<file path="src/rtl/parcel_unpack_pkg.sv">
package parcel_unpack_pkg;

  typedef enum logic [1:0] {
    ST_EMPTY = 2'd0,
    ST_HI    = 2'd1,
    ST_LO    = 2'd2
  } unpackState_e;

  // strobes from control to datapath
  typedef struct packed {
    logic loadParcel;
    logic selLow;
  } dpStrobe_t;

  // length/no-op status from datapath to control
  typedef struct packed {
    logic hiLong;
    logic hiNop;
    logic loLong;
    logic loNop;
  } dpStatus_t;

endpackage

</file>
<file path="src/rtl/parcel_unpack_dp.sv">
module parcel_unpack_dp
  import parcel_unpack_pkg::*;
#(
  parameter int HALF_W = 15,
  parameter int OPC_W  = 6,
  parameter logic [(1<<OPC_W)-1:0] LONG_MASK = '1 << (3 * (1 << OPC_W) / 4),
  parameter int NOP_OPC = 0
) (
  input  logic                clk,
  input  logic                rstN,
  input  dpStrobe_t           strobe,
  input  logic [2*HALF_W-1:0] inParcel,
  output dpStatus_t           status,
  output logic [2*HALF_W-1:0] outInstr,
  output logic                outLong,
  output logic                outAlignErr
);

  localparam int PARCEL_W = 2 * HALF_W;
  localparam logic [OPC_W-1:0] NOP_CODE = OPC_W'(NOP_OPC);

  logic [PARCEL_W-1:0] parcelQ;
  logic [HALF_W-1:0]   hiHalf;
  logic [HALF_W-1:0]   loHalf;
  logic [OPC_W-1:0]    hiOpc;
  logic [OPC_W-1:0]    loOpc;
  logic                hiIsLong;

  always_ff @(posedge clk) begin
    if (!rstN) begin
      parcelQ <= '0;
    end else if (strobe.loadParcel) begin
      parcelQ <= inParcel;
    end
  end

  assign hiHalf = parcelQ[PARCEL_W-1:HALF_W];
  assign loHalf = parcelQ[HALF_W-1:0];
  assign hiOpc  = hiHalf[HALF_W-1 -: OPC_W];
  assign loOpc  = loHalf[HALF_W-1 -: OPC_W];

  // length table lookup
  assign hiIsLong = LONG_MASK[hiOpc];

  always_comb begin
    status.hiLong = hiIsLong;
    status.hiNop  = (hiOpc == NOP_CODE) && !hiIsLong;
    status.loLong = LONG_MASK[loOpc];
    status.loNop  = (loOpc == NOP_CODE) && !LONG_MASK[loOpc];
  end

  always_comb begin
    outLong     = !strobe.selLow && hiIsLong;
    outAlignErr = strobe.selLow && status.loLong;
    if (outLong) begin
      outInstr = parcelQ;
    end else begin
      outInstr = {{HALF_W{1'b0}}, (strobe.selLow ? loHalf : hiHalf)};
    end
  end

endmodule

</file>
<file path="src/rtl/parcel_unpack_ctrl.sv">
module parcel_unpack_ctrl
  import parcel_unpack_pkg::*;
(
  input  logic      clk,
  input  logic      rstN,
  input  logic      dropNopEn,
  input  logic      inValid,
  output logic      inReady,
  output logic      outValid,
  input  logic      outReady,
  input  dpStatus_t status,
  output dpStrobe_t strobe
);

  unpackState_e state, stateNext;

  always_ff @(posedge clk) begin
    if (!rstN) begin
      state <= ST_EMPTY;
    end else begin
      state <= stateNext;
    end
  end

  always_comb begin
    stateNext         = state;
    inReady           = 1'b0;
    outValid          = 1'b0;
    strobe.loadParcel = 1'b0;
    strobe.selLow     = (state == ST_LO);
    unique case (state)
      ST_EMPTY: begin
        inReady = 1'b1;
        if (inValid) begin
          strobe.loadParcel = 1'b1;
          stateNext         = ST_HI;
        end
      end
      ST_HI: begin
        if (status.hiLong) begin
          outValid = 1'b1;
          if (outReady) stateNext = ST_EMPTY;
        end else if (dropNopEn && status.hiNop) begin
          stateNext = ST_LO;
        end else begin
          outValid = 1'b1;
          if (outReady) stateNext = ST_LO;
        end
      end
      ST_LO: begin
        if (dropNopEn && status.loNop) begin
          stateNext = ST_EMPTY;
        end else begin
          outValid = 1'b1;
          if (outReady) stateNext = ST_EMPTY;
        end
      end
      default: stateNext = ST_EMPTY;
    endcase
  end


  busy_no_accept_chk: assert property (@(posedge clk) disable iff (!rstN)
    (inValid && inReady) |=> !inReady);


  reset_idle_chk: assert property (@(posedge clk)
    !rstN |=> (inReady && !outValid));

endmodule

</file>
<file path="src/rtl/parcel_unpack.sv">
module parcel_unpack
  import parcel_unpack_pkg::*;
#(
  parameter int HALF_W = 15,
  parameter int OPC_W  = 6,
  parameter logic [(1<<OPC_W)-1:0] LONG_MASK = '1 << (3 * (1 << OPC_W) / 4),
  parameter int NOP_OPC = 0
) (
  input  logic                clk,
  input  logic                rstN,
  input  logic                dropNopEn,
  input  logic                inValid,
  output logic                inReady,
  input  logic [2*HALF_W-1:0] inParcel,
  output logic                outValid,
  input  logic                outReady,
  output logic [2*HALF_W-1:0] outInstr,
  output logic                outLong,
  output logic                outAlignErr
);

  dpStrobe_t strobe;
  dpStatus_t status;

  parcel_unpack_ctrl i_ctrl (
    .clk      (clk),
    .rstN     (rstN),
    .dropNopEn(dropNopEn),
    .inValid  (inValid),
    .inReady  (inReady),
    .outValid (outValid),
    .outReady (outReady),
    .status   (status),
    .strobe   (strobe)
  );

  parcel_unpack_dp #(
    .HALF_W   (HALF_W),
    .OPC_W    (OPC_W),
    .LONG_MASK(LONG_MASK),
    .NOP_OPC  (NOP_OPC)
  ) i_dp (
    .clk        (clk),
    .rstN       (rstN),
    .strobe     (strobe),
    .inParcel   (inParcel),
    .status     (status),
    .outInstr   (outInstr),
    .outLong    (outLong),
    .outAlignErr(outAlignErr)
  );


  stable_hold_chk: assert property (@(posedge clk) disable iff (!rstN)
    (outValid && !outReady) |=> (outValid && $stable(outInstr)
                                 && $stable(outLong) && $stable(outAlignErr)));


  short_upper_zero_chk: assert property (@(posedge clk) disable iff (!rstN)
    (outValid && !outLong) |-> (outInstr[2*HALF_W-1:HALF_W] == '0));


  drop_nop_chk: assert property (@(posedge clk) disable iff (!rstN)
    (outValid && dropNopEn && !outLong && !outAlignErr)
      |-> (outInstr[HALF_W-1 -: OPC_W] != OPC_W'(NOP_OPC)));


  ready_after_long_chk: assert property (@(posedge clk) disable iff (!rstN)
    (outValid && outReady && outLong) |=> inReady);


  long_no_err_chk: assert property (@(posedge clk) disable iff (!rstN)
    outLong |-> !outAlignErr);

endmodule

</file>
<file path="config.mk">
export PLATFORM = sky130hd
export DESIGN_NAME = parcel_unpack
export DESIGN_NICKNAME = d
export VERILOG_FILES = /design/src/rtl/parcel_unpack_pkg.sv /design/src/rtl/parcel_unpack_dp.sv /design/src/rtl/parcel_unpack_ctrl.sv /design/src/rtl/parcel_unpack.sv
export SDC_FILE = /design/constraint.sdc
export NUM_CORES = 1
export LEC_CHECK = 0
export BUFFER_PORTS_ARGS = -buffer_cell sky130_fd_sc_hd__buf_2
export CORE_MARGIN = 1
export CORE_UTILIZATION = 50
export CTS_BUF_LIST = sky130_fd_sc_hd__clkbuf_4
export CTS_CLUSTER_DIAMETER = 30
export DETAILED_ROUTE_END_ITERATION = 12
export GPL_TIMING_DRIVEN = 0
export HOLD_SLACK_MARGIN = 0.05
export PLACE_DENSITY = 0.81
export SETUP_SLACK_MARGIN = 0.15
export SLEW_MARGIN = 0
export SYNTH_ARGS = -nofsm -noshare
export SYNTH_HDL_FRONTEND = slang
export SYNTH_SLANG_ARGS = --single-unit
</file>
<file path="constraint.sdc">
create_clock -name clk -period 2.05 [get_ports clk]
set_input_delay 0.1025 -clock clk [delete_from_list [all_inputs] [get_ports clk]]
set_output_delay 0.1025 -clock clk [all_outputs]
set_load 0.02 [all_outputs]
</file>
Word-level counts from Yosys, hierarchy flattened
Memory sizes are Yosys's and may differ from the RTL's. A register that Yosys moved wholly into a read port is not among the register bits.
Index checks and enable logic that the tools add are counted.
{"block": "classes", "n_lt_le_gt_ge": 2, "n_reduce_logical": 13, "muxes": 22, "n_eq_ne": 4}
{"operator": "$mux 30", "n": 1}
{"operator": "$mux 6", "n": 4}
{"operator": "$mux 15", "n": 1}
{"operator": "$lt 6x7->1 const B", "n": 2}
{"operator": "$logic_not 6->1", "n": 2}
{"operator": "$mux 2", "n": 6}
{"operator": "$mux 1", "n": 8}
{"operator": "$logic_and 1x1->1", "n": 6}
{"operator": "$pmux 2 s3", "n": 1}
{"operator": "$ne 4x2->1 const B", "n": 1}
{"operator": "$logic_not 1->1", "n": 3}
{"operator": "$eq 2x1->1 const B", "n": 1}
{"operator": "$eq 2x2->1 const B", "n": 1}
{"operator": "$logic_not 2->1", "n": 1}
{"operator": "$ne 2x2->1 const B", "n": 1}
{"operator": "$pmux 1 s2", "n": 1}
{"operator": "$reduce_and 2->1", "n": 1}
{"block": "totals", "word_cells": 45, "reg_bits": 32, "out_inout_bits": 34, "mem_bits_ro": 128, "mem_count": 2}
{"name": "(name not given)", "words": 64, "word_bits": 1, "read_ports": 1, "rd_ports_with_merged_regs": 1, "wr": 0, "line": "parcel_unpack_dp.sv:48", "source": "status.loLong = LONG_MASK[loOpc];"}
{"name": "(name not given)", "words": 64, "word_bits": 1, "read_ports": 1, "rd_ports_with_merged_regs": 1, "wr": 0, "line": "parcel_unpack_dp.sv:43", "source": "assign hiIsLong = LONG_MASK[hiOpc];"}

Depth between registers and ports, before layout
Gate-level depths: netlist (run 1).
{"block": "depth", "word_depth": 8, "depth_mapped": 7, "depth_no_buf": 6}

Hierarchy
From an unflattened synthesis (run 1), not the netlist that was laid out.
{"block": "unflattened", "hier_cells": 178, "hier_area_um2": 1816.7}
{"mod": "parcel_unpack_dp", "seq_area_each_um2": 640.6, "area_per_inst_um2": 1545.2, "cells_per_inst": 147, "instances": 1}
{"mod": "parcel_unpack_ctrl", "seq_area_each_um2": 40.0, "area_per_inst_um2": 271.5, "cells_per_inst": 31, "instances": 1}

Least setup slack after synthesis (run 1)
OpenSTA, ideal clock, no wires.
{"block": "synth_path", "path_type": "register to output", "startpoint": "register i_ctrl.state[0]", "endpoint": "output port outInstr[8]", "n_path_buf": 1, "t_required_ns": 1.947, "arrival_ns": 1.674, "slack_ns": 0.273, "stages_incl_launch_ff": 6, "path_cell_list": "dfxtp_1 > inv_1 > ha_1 > nor2_1 > buf_2 > mux2_1"}
{"block": "synth_via", "elab_chain_len": 4, "elab_cells_between_ends": 5, "cone_classes": "eq/ne (1); mux (2); reduce/logical (2)"}
{"item": "start, declared", "line": "parcel_unpack_ctrl.sv:15", "source": "unpackState_e state, stateNext;"}
{"item": "start signal, assigned", "line": "parcel_unpack_ctrl.sv:21", "source": "state <= stateNext;"}
{"item": "$eq 2x2->1 (*)", "line": "parcel_unpack_ctrl.sv:30", "source": "strobe.selLow = (state == ST_LO);"}
{"item": "$logic_not 1->1", "line": "parcel_unpack_dp.sv:53", "source": "outLong = !strobe.selLow && hiIsLong;"}
{"item": "$logic_and 1x1->1", "line": "parcel_unpack_dp.sv:53"}
{"item": "$mux 30 (*)", "line": "parcel_unpack_dp.sv:55", "source": "if (outLong) begin"}
{"item": "end, declared", "line": "parcel_unpack.sv:17", "source": "output logic [2*HALF_W-1:0] outInstr,"}
Every way passes the cells marked *; elsewhere a longest branch is shown, timed or not.

Worst setup path in the final report (run 1)
{"block": "layout_path", "startpoint": "register i_ctrl.state[0]", "endpoint": "output port outInstr[3]"}
Same word-level chain as after synthesis.

==> impl_summary.log, run 1 <==
[metrics] status: finished clean
[metrics] starting utilization of the core area: 54.4%
[metrics] net switching power: 0.000867 W
[metrics] highest clock frequency the design can meet: 533 MHz
[metrics] share of the clock period used by the worst path after layout: 91.5%
[metrics] Fin Clk Skew: 0.00274 ns
[metrics] Setup TNS Final: 0 ns
[metrics] CTS root buf: clkbuf_4
[metrics] TritonCTS Buffers: 5
[metrics] multiplexer share of the synthesized area: 11.1%
[metrics] via count of the first global-routing pass: 1718
[metrics] category of the worst setup path capture point: output port
[metrics] required time worst endpoint: 1.95 ns
[metrics] relative area change from synthesis to final layout: 46.1%
[metrics] Worst Reg-to-Reg Cells: 7
[metrics] routed len/inst: 13.9 um
[metrics] share of post-route cells with drive strength above 1: 34.1%
[metrics] DRC violation total after the first TritonRoute iteration: 57
[metrics] capture instance of the worst register-to-register path: i_dp.parcelQ[26]
[metrics] Synth Area in Compound Gates: 17.1%
[metrics] worst skew pair latency: 0.33 ns
[metrics] final cell area excluding filler cells: 2490 um^2
[metrics] Core Footprint: 3130 um^2
[metrics] clock-pin slew reported for the worst setup and hold paths after clock tree synthesis: 0.09 ns
[metrics] final critical-path required period: 1.88 ns
[metrics] floorplan die width: 60.3 um
[metrics] cell with the largest stage delay on the worst path: dfxtp_4
[metrics] die outline height: 60.3 um
[metrics] Synth cell types: 27
[metrics] number of core rows: 20
[metrics] number of slew-limit violations in the final report: 0
[metrics] GRT overflow: 0
[metrics] RSZ-0062 raised after global routing: true
[metrics] maximum buffer depth of the clock tree: 2
[metrics] Logic pwr share: 45.6%
[metrics] GRT Resource Usage Total: 29.5%
[metrics] top fanout value on the critical path: 6
[metrics] mean area per synthesized cell: 8.59 um^2
[metrics] critical setup path kind: flip-flop to output port
[metrics] Tightest Hold Check Type: input port to flip-flop
[metrics] Critical Path Source Type: flip-flop
[metrics] DRC violations left: 0
[metrics] worst hold path endpoint: i_dp.status[1]
[metrics] proportion of power drawn by the clock network: 14.4%
[metrics] htree depth: 2
[metrics] switching portion of total power: 39.5%
[metrics] cell area after placement: 2100 um^2
[metrics] main combinational cell family by area after synthesis: simple AND/OR/NAND/NOR gates
[metrics] worst stage delay on the critical path: 0.37 ns
[metrics] fraction of the mapped netlist area in adder cells: 2.94%
[metrics] clock tree from TritonCTS: yes
[metrics] commonest cells after routing, fill and taps aside: 69 x buf_2, 60 x nand2_1, 33 x dfxtp_1, 29 x a21boi_1, 29 x dlygate4sd3_1
[metrics] IR Drop Worst-Case VDD: 550 uV
[metrics] router iterations before antenna repair: 4
[metrics] Arr. time, crit path: 1.77 ns
[metrics] area share of and/or/nand/nor cells after synthesis: 25.9%
[metrics] synthesized netlist net count: 237
[metrics] Final Routed Wirelength: 4.80 mm
[metrics] detail-routed via count per cell: 5.13
[metrics] number of setup violations in the final report: 0
[metrics] Synth Area in XOR/XNOR: 0%
[metrics] clock tree sinks: 34
[metrics] cell leakage power: 1.17 nW
[metrics] top post-synthesis cells by area: dfxtp_1 40%, nand2_1 13%, a21boi_1 13%, mux2_2 9.3%, and2_1 6.3%
[metrics] worst reg-to-reg setup slack: 0.28 ns
[metrics] portion of synthesized cell area occupied by the leading cell type: 40.0%
[metrics] final core utilization: 79.5%
[metrics] Tightest Pin Transition: 0.650 ns
[metrics] cell count after synthesis: 198
[metrics] global-route wire length before repair: 7.73 mm
[metrics] cell chain of the critical path: inv_1, ha_4, nor2_4, buf_4, mux2_2, buf_2
[metrics] flops & latches, synth: 34
[metrics] total I/O pin count: 69
[metrics] Max-cap violations: 0
[metrics] largest net degree at the start of global routing: 11
[metrics] RR Startpoint: i_ctrl.state[0]
[metrics] Overall Power: 0.00219 W
[metrics] Min Hold Slack: 0.0633 ns
[metrics] ratio of total power to cell area: 883 nW/um^2
[metrics] leading area contributor after synthesis: dfxtp_1
[metrics] Bufs and invs on worst path: 3
[metrics] number of nets still failing antenna checks after routing: 0
[metrics] final antenna diode count: 0
[metrics] IO buf count: 68
[metrics] area enclosed by the die boundary: 3640 um^2
[metrics] startpoint of the worst hold path: inParcel[13]
[metrics] family of cells with the greatest summed delay on the critical path: buffers and inverters
[metrics] dpl hpwl: 3.10 mm
[metrics] antenna violations before repair: 0
[metrics] summed instance area of the synthesized netlist: 1700 um^2
[metrics] sequential fraction of the synthesis area: 40.0%
[metrics] yosys warns: 0
[metrics] worst slew margin relative to its limit: 56.6%
[metrics] RePlAce Congestion: 0.872
[metrics] commonest non-fill, non-tap cell in the layout: buf_2
[metrics] total number of vias: 1776
[metrics] internal portion of total power: 0.00133 W
[metrics] Reg power frac: 40.0%
[metrics] total number of nets in the final design: 342
[metrics] Hold Path Cell Cnt: 3
[metrics] Final Hold Vio Count: 0
sequential cells by signal (all words and copies together), names as in the netlist:
register and flops:
i_dp.hiIsLong 1, i_dp.parcelQ 30, i_dp.status 1, i_ctrl.state 2
cells by family (layout without fill, tap and decap cells):
kind of cell    count (synthesis)  after routing
simple gates                   91             91
compound gates                 39             39
flops                          34             34
mux                            17             17
buf+inv                        13            117
fa+ha+maj                       4              4
worst max-delay path by stage:
stage                    start          endpoint  slack [ns]  cells after the start
3_5_place_dp   i_ctrl.state[0]       outInstr[9]       -0.09                      6
5_1_grt        i_ctrl.state[0]       outInstr[1]        0.13                      6
2_1_floorplan  i_ctrl.state[0]       outInstr[8]        0.27                      5
3_3_place_gp   i_ctrl.state[0]       outInstr[5]       -0.11                      6
6_report       i_ctrl.state[0]       outInstr[3]        0.17                      6
4_1_cts        i_ctrl.state[1]  i_dp.parcelQ[22]        0.16                      7
what timing repair did:
item | 4_1_cts | 5_1_grt
endpoints found under the hold margin | 29 | 0
setup endpoints to repair | 31 | 44
hold buffers | 29 | 0
pin swaps | 1 | 0
buffers inserted | 1 | 0
resized for setup | 10 | 10
per-layer routing:
layer | vias to the layer above | track usage [%] | wire length (um)
li1 | 874 | - | -
met1 | 818 | 35.2 | 2060
met2 | 69 | 50.2 | 2400
met3 | 15 | 6.61 | 227
met4 | 0 | 13.6 | 119
met5 | - | 0 | 0
power by group through the flow:
stage | registers (W) | logic (W) | clock network (W)
finish | 0.000878 | 0.00100 | 0.000316
global route | 0.000894 | 0.00109 | 0.000346
CTS | 0.000873 | 0.000962 | 0.000326
detailed placement | 0.000884 | 0.000881 | 0
global placement | 0.000879 | 0.000869 | 0
floorplan | 0.000854 | 0.000650 | 0
area by class of cell:
class,count,area (um^2)
fill,237,642
inverter,3,11.3
clock buffer,5,37.5
clock inverter,1,3.75
timing repair buffer,98,638
buffer,10,58.8
sequential,34,684
multi-input combinational,151,997
tap,44,55.1
worst register-to-register path: cells and delay by family, from the launching register on:
| family | cells | cell delay [ns] |
|---|---|---|
| buffers and inverters | 3 | 0.68 |
| DFF | 1 | 0.37 |
| and+or+nand+nor | 2 | 0.29 |
| adders and majority gates | 1 | 0.22 |
| AOI/OAI and AO/OA | 1 | 0.15 |
cell usage after synthesis (all sizes together):
master and number:
nand2 60, dfxtp 34, a21boi 29, and2 17, mux2 15, nor2b 7, clkbuf 6, buf 4
ha 4, o21ai 4, inv 3, mux2i 2, nor2 2, nor4b 2, o211ai 2, a2111oi 1
a31o 1, a31oi 1, a32oi 1, nor3 1, nor4 1, or4b 1
through the flow:
stage                     setup slack [ns]  cells
after floorplan                      0.273    198
after global placement              -0.112    310
after global routing                 0.125    346
after CTS                            0.155    346
after detailed placement           -0.0900    310
final                                0.174    346
Power figures use the tool's default switching activity.
==> run 2, diff against run 1 <==
--- a/config.mk
+++ b/config.mk
@@ -13,6 +13,7 @@
 export DETAILED_ROUTE_END_ITERATION = 12
 export GPL_TIMING_DRIVEN = 0
 export HOLD_SLACK_MARGIN = 0.05
+export MAX_ROUTING_LAYER = met4
 export PLACE_DENSITY = 0.81
 export SETUP_SLACK_MARGIN = 0.15
 export SLEW_MARGIN = 0
==> impl_summary.log, run 2 (same netlist as run 1, synthesis figures left out) <==
[metrics] share of post-route cells with drive strength above 1: 34.1% (unchanged)
[metrics] final cell area excluding filler cells: 2490 um^2 (unchanged)
[metrics] starting utilization of the core area: 54.4% (unchanged)
[metrics] area enclosed by the die boundary: 3640 um^2 (unchanged)
[metrics] total number of vias: 1772 (-0.23%)
[metrics] required time worst endpoint: 1.95 ns (about the same)
[metrics] detail-routed via count per cell: 5.12 (-0.23%)
[metrics] RSZ-0062 raised after global routing: true
[metrics] IR Drop Worst-Case VDD: 551 uV (+0.28%)
[metrics] GRT overflow: 0 (unchanged)
[metrics] cell chain of the critical path: inv_1, ha_4, nor2_4, buf_4, mux2_2, buf_2
[metrics] clock tree from TritonCTS: yes
[metrics] RR Startpoint: i_ctrl.state[0]
[metrics] routed len/inst: 13.9 um (-0.10%)
[metrics] end of the critical path: outInstr[3]
[metrics] setup ws final: 0.178 ns (+0.00396 ns)
[metrics] cell with the largest stage delay on the worst path: dfxtp_4
[metrics] antenna violations before repair: 0 (unchanged)
[metrics] maximum buffer depth of the clock tree: 2 (unchanged)
[metrics] Logic pwr share: 45.5% (about the same)
[metrics] Setup TNS Final: 0 ns (unchanged)
[metrics] clock-pin slew reported for the worst setup and hold paths after clock tree synthesis: 0.09 ns (about the same)
[metrics] Critical Path Source Type: flip-flop
[metrics] category of the worst setup path capture point: output port
[metrics] final antenna diode count: 0 (unchanged)
[metrics] status: finished clean
[metrics] global-route wire length before repair: 7.72 mm (about the same)
[metrics] Fin Clk Skew: 0.00353 ns (+0.000797 ns)
[metrics] highest clock frequency the design can meet: 534 MHz (+0.21%)
[metrics] Core Footprint: 3130 um^2 (unchanged)
[metrics] Arr. time, crit path: 1.77 ns (about the same)
[metrics] Bufs and invs on worst path: 3 (unchanged)
[metrics] clock tree sinks: 34 (unchanged)
[metrics] proportion of power drawn by the clock network: 14.3% (about the same)
[metrics] DRC violation total after the first TritonRoute iteration: 64 (+12%)
[metrics] dpl hpwl: 3.10 mm (unchanged)
[metrics] final critical-path required period: 1.87 ns (-0.00395 ns)
[metrics] worst reg-to-reg setup slack: 0.29 ns (about the same)
[metrics] switching portion of total power: 39.4% (-0.15 points)
[metrics] Worst Reg-to-Reg Cells: 7 (unchanged)
[metrics] worst stage delay on the critical path: 0.37 ns (about the same)
[metrics] number of core rows: 20 (unchanged)
[metrics] IO buf count: 68 (unchanged)
[metrics] capture instance of the worst register-to-register path: i_dp.parcelQ[26]
[metrics] register with the highest flop count: i_dp.parcelQ
[metrics] router iterations before antenna repair: 4 (unchanged)
[metrics] commonest non-fill, non-tap cell in the layout: buf_2
[metrics] area of all sequential standard cells: 684 um^2 (unchanged)
[metrics] floorplan die width: 60.3 um (unchanged)
[metrics] Reg power frac: 40.1% (about the same)
[metrics] GRT Resource Usage Total: 30.4% (+0.96 points)
[metrics] stages on the worst setup path: 6 (unchanged)
[metrics] Tightest Pin Transition: 0.643 ns (-0.00662 ns)
[metrics] Tightest Hold Check Type: input port to flip-flop
[metrics] htree depth: 2 (unchanged)
[metrics] share of the clock period used by the worst path after layout: 91.3% (-0.19 points)
[metrics] largest net degree at the start of global routing: 11 (unchanged)
[metrics] worst skew pair latency: 0.33 ns (about the same)
[metrics] ratio of total power to cell area: 880 nW/um^2 (-0.24%)
[metrics] total placed cells including tap cells: 310 (unchanged)
[metrics] cell area after placement: 2100 um^2 (unchanged)
[metrics] cell leakage power: 1.17 nW (unchanged)
[metrics] number of nets still failing antenna checks after routing: 0 (unchanged)
[metrics] largest registers: i_dp.parcelQ: 30 flops, i_ctrl.state: 2 flops
[metrics] RePlAce Congestion: 0.886 (+1.6%)
[metrics] worst slew margin relative to its limit: 57.0% (+0.44 points)
[metrics] die outline height: 60.3 um (unchanged)
[metrics] DRC violations left: 0 (unchanged)
[metrics] total number of nets in the final design: 342 (unchanged)
[metrics] top fanout value on the critical path: 6 (unchanged)
[metrics] net switching power: 0.000862 W (-0.62%)
[metrics] commonest cells after routing, fill and taps aside: 69 x buf_2, 60 x nand2_1, 33 x dfxtp_1, 29 x a21boi_1, 29 x dlygate4sd3_1
[metrics] CTS root buf: clkbuf_4
[metrics] relative area change from synthesis to final layout: 46.1% (unchanged)
[metrics] total I/O pin count: 69 (unchanged)
[metrics] launching element of the worst setup path: i_ctrl.state[0]
[metrics] max FFs per register: 30 (unchanged)
[metrics] critical setup path kind: flip-flop to output port
[metrics] Final Hold Vio Count: 0 (unchanged)
[metrics] Max-cap violations: 0 (unchanged)
[metrics] Final Routed Wirelength: 4.80 mm (-0.10%)
[metrics] TritonCTS Buffers: 5 (unchanged)
[metrics] number of slew-limit violations in the final report: 0 (unchanged)
[metrics] internal portion of total power: 0.00133 W (about the same)
[metrics] number of setup violations in the final report: 0 (unchanged)
[metrics] via count of the first global-routing pass: 1719 (+0.058%)
[metrics] Layout Cells excl Fill: 346 (unchanged)
[metrics] fillcell total: 237 (unchanged)
[metrics] area taken by multi-input logic gates: 997 um^2 (unchanged)
[metrics] family of cells with the greatest summed delay on the critical path: buffers and inverters
[metrics] setup slack after placement: -0.0900 ns (unchanged)
## run 2: worst min path at each step
stage,start,endpoint,slack (ns),cells past startpoint
6_report,inParcel[13],i_dp.status[1],0.07,3
5_1_grt,rstN,i_dp.parcelQ[14],0.10,2
4_1_cts,inParcel[13],i_dp.parcelQ[13],0.06,3
3_5_place_dp,inParcel[8],i_dp.parcelQ[8],0.35,3
3_3_place_gp,inParcel[8],i_dp.parcelQ[8],0.34,3
2_1_floorplan,inParcel[8],i_dp.parcelQ[8],0.24,2
## run 2: worst min-delay path: cells and delay by family
kind / cells / cell delay, ns
buffers and inverters: 1 / 0.07
muxes: 1 / 0.08
and+or+nand+nor: 1 / 0.10
## run 2: through the flow
step                      utilization (%)  total power, W  hold WS, ns
after floorplan                         -         0.00150        0.237
after global placement               67.0         0.00175        0.344
after detailed placement             67.0         0.00176        0.347
after CTS                            79.0         0.00216       0.0569
after global routing                 79.5         0.00233        0.103
final                                79.5         0.00219       0.0662
## run 2: repair_timing
action,in CTS,in global routing
pin swaps,1,0
endpoints found under the setup margin,31,44
resized for setup,10,10
endpoints found under the hold margin,29,0
buffers inserted,1,0
hold buffers,29,0
## run 2: power groups by stage
stage          logic [W]  registers, W  clock network, W
2_1_floorplan   0.000650      0.000854                 0
3_3_place_gp    0.000869      0.000879                 0
3_5_place_dp    0.000881      0.000884                 0
4_1_cts         0.000962      0.000873          0.000326
5_1_grt          0.00109      0.000894          0.000346
6_report        0.000996      0.000879          0.000314
## run 2: cell type report
class | instances | share of cell area [%]
multi-input cells | 151 | 40.1
repair buffers | 98 | 25.7
well taps | 44 | 2.21
clock inverters | 1 | 0.151
plain buffers | 10 | 2.37
flip-flops and latches | 34 | 27.5
inverters | 3 | 0.453
clock buffers | 5 | 1.51
## run 2: routing by layer
| layer | GRT usage (%) | vias up | wire length [um] |
|---|---|---|---|
| li1 | - | 877 | - |
| met1 | 35.2 | 814 | 2030 |
| met2 | 50.2 | 67 | 2410 |
| met3 | 6.61 | 14 | 242 |
| met4 | 13.6 | 0 | 114 |
| met5 | - | - | 0 |
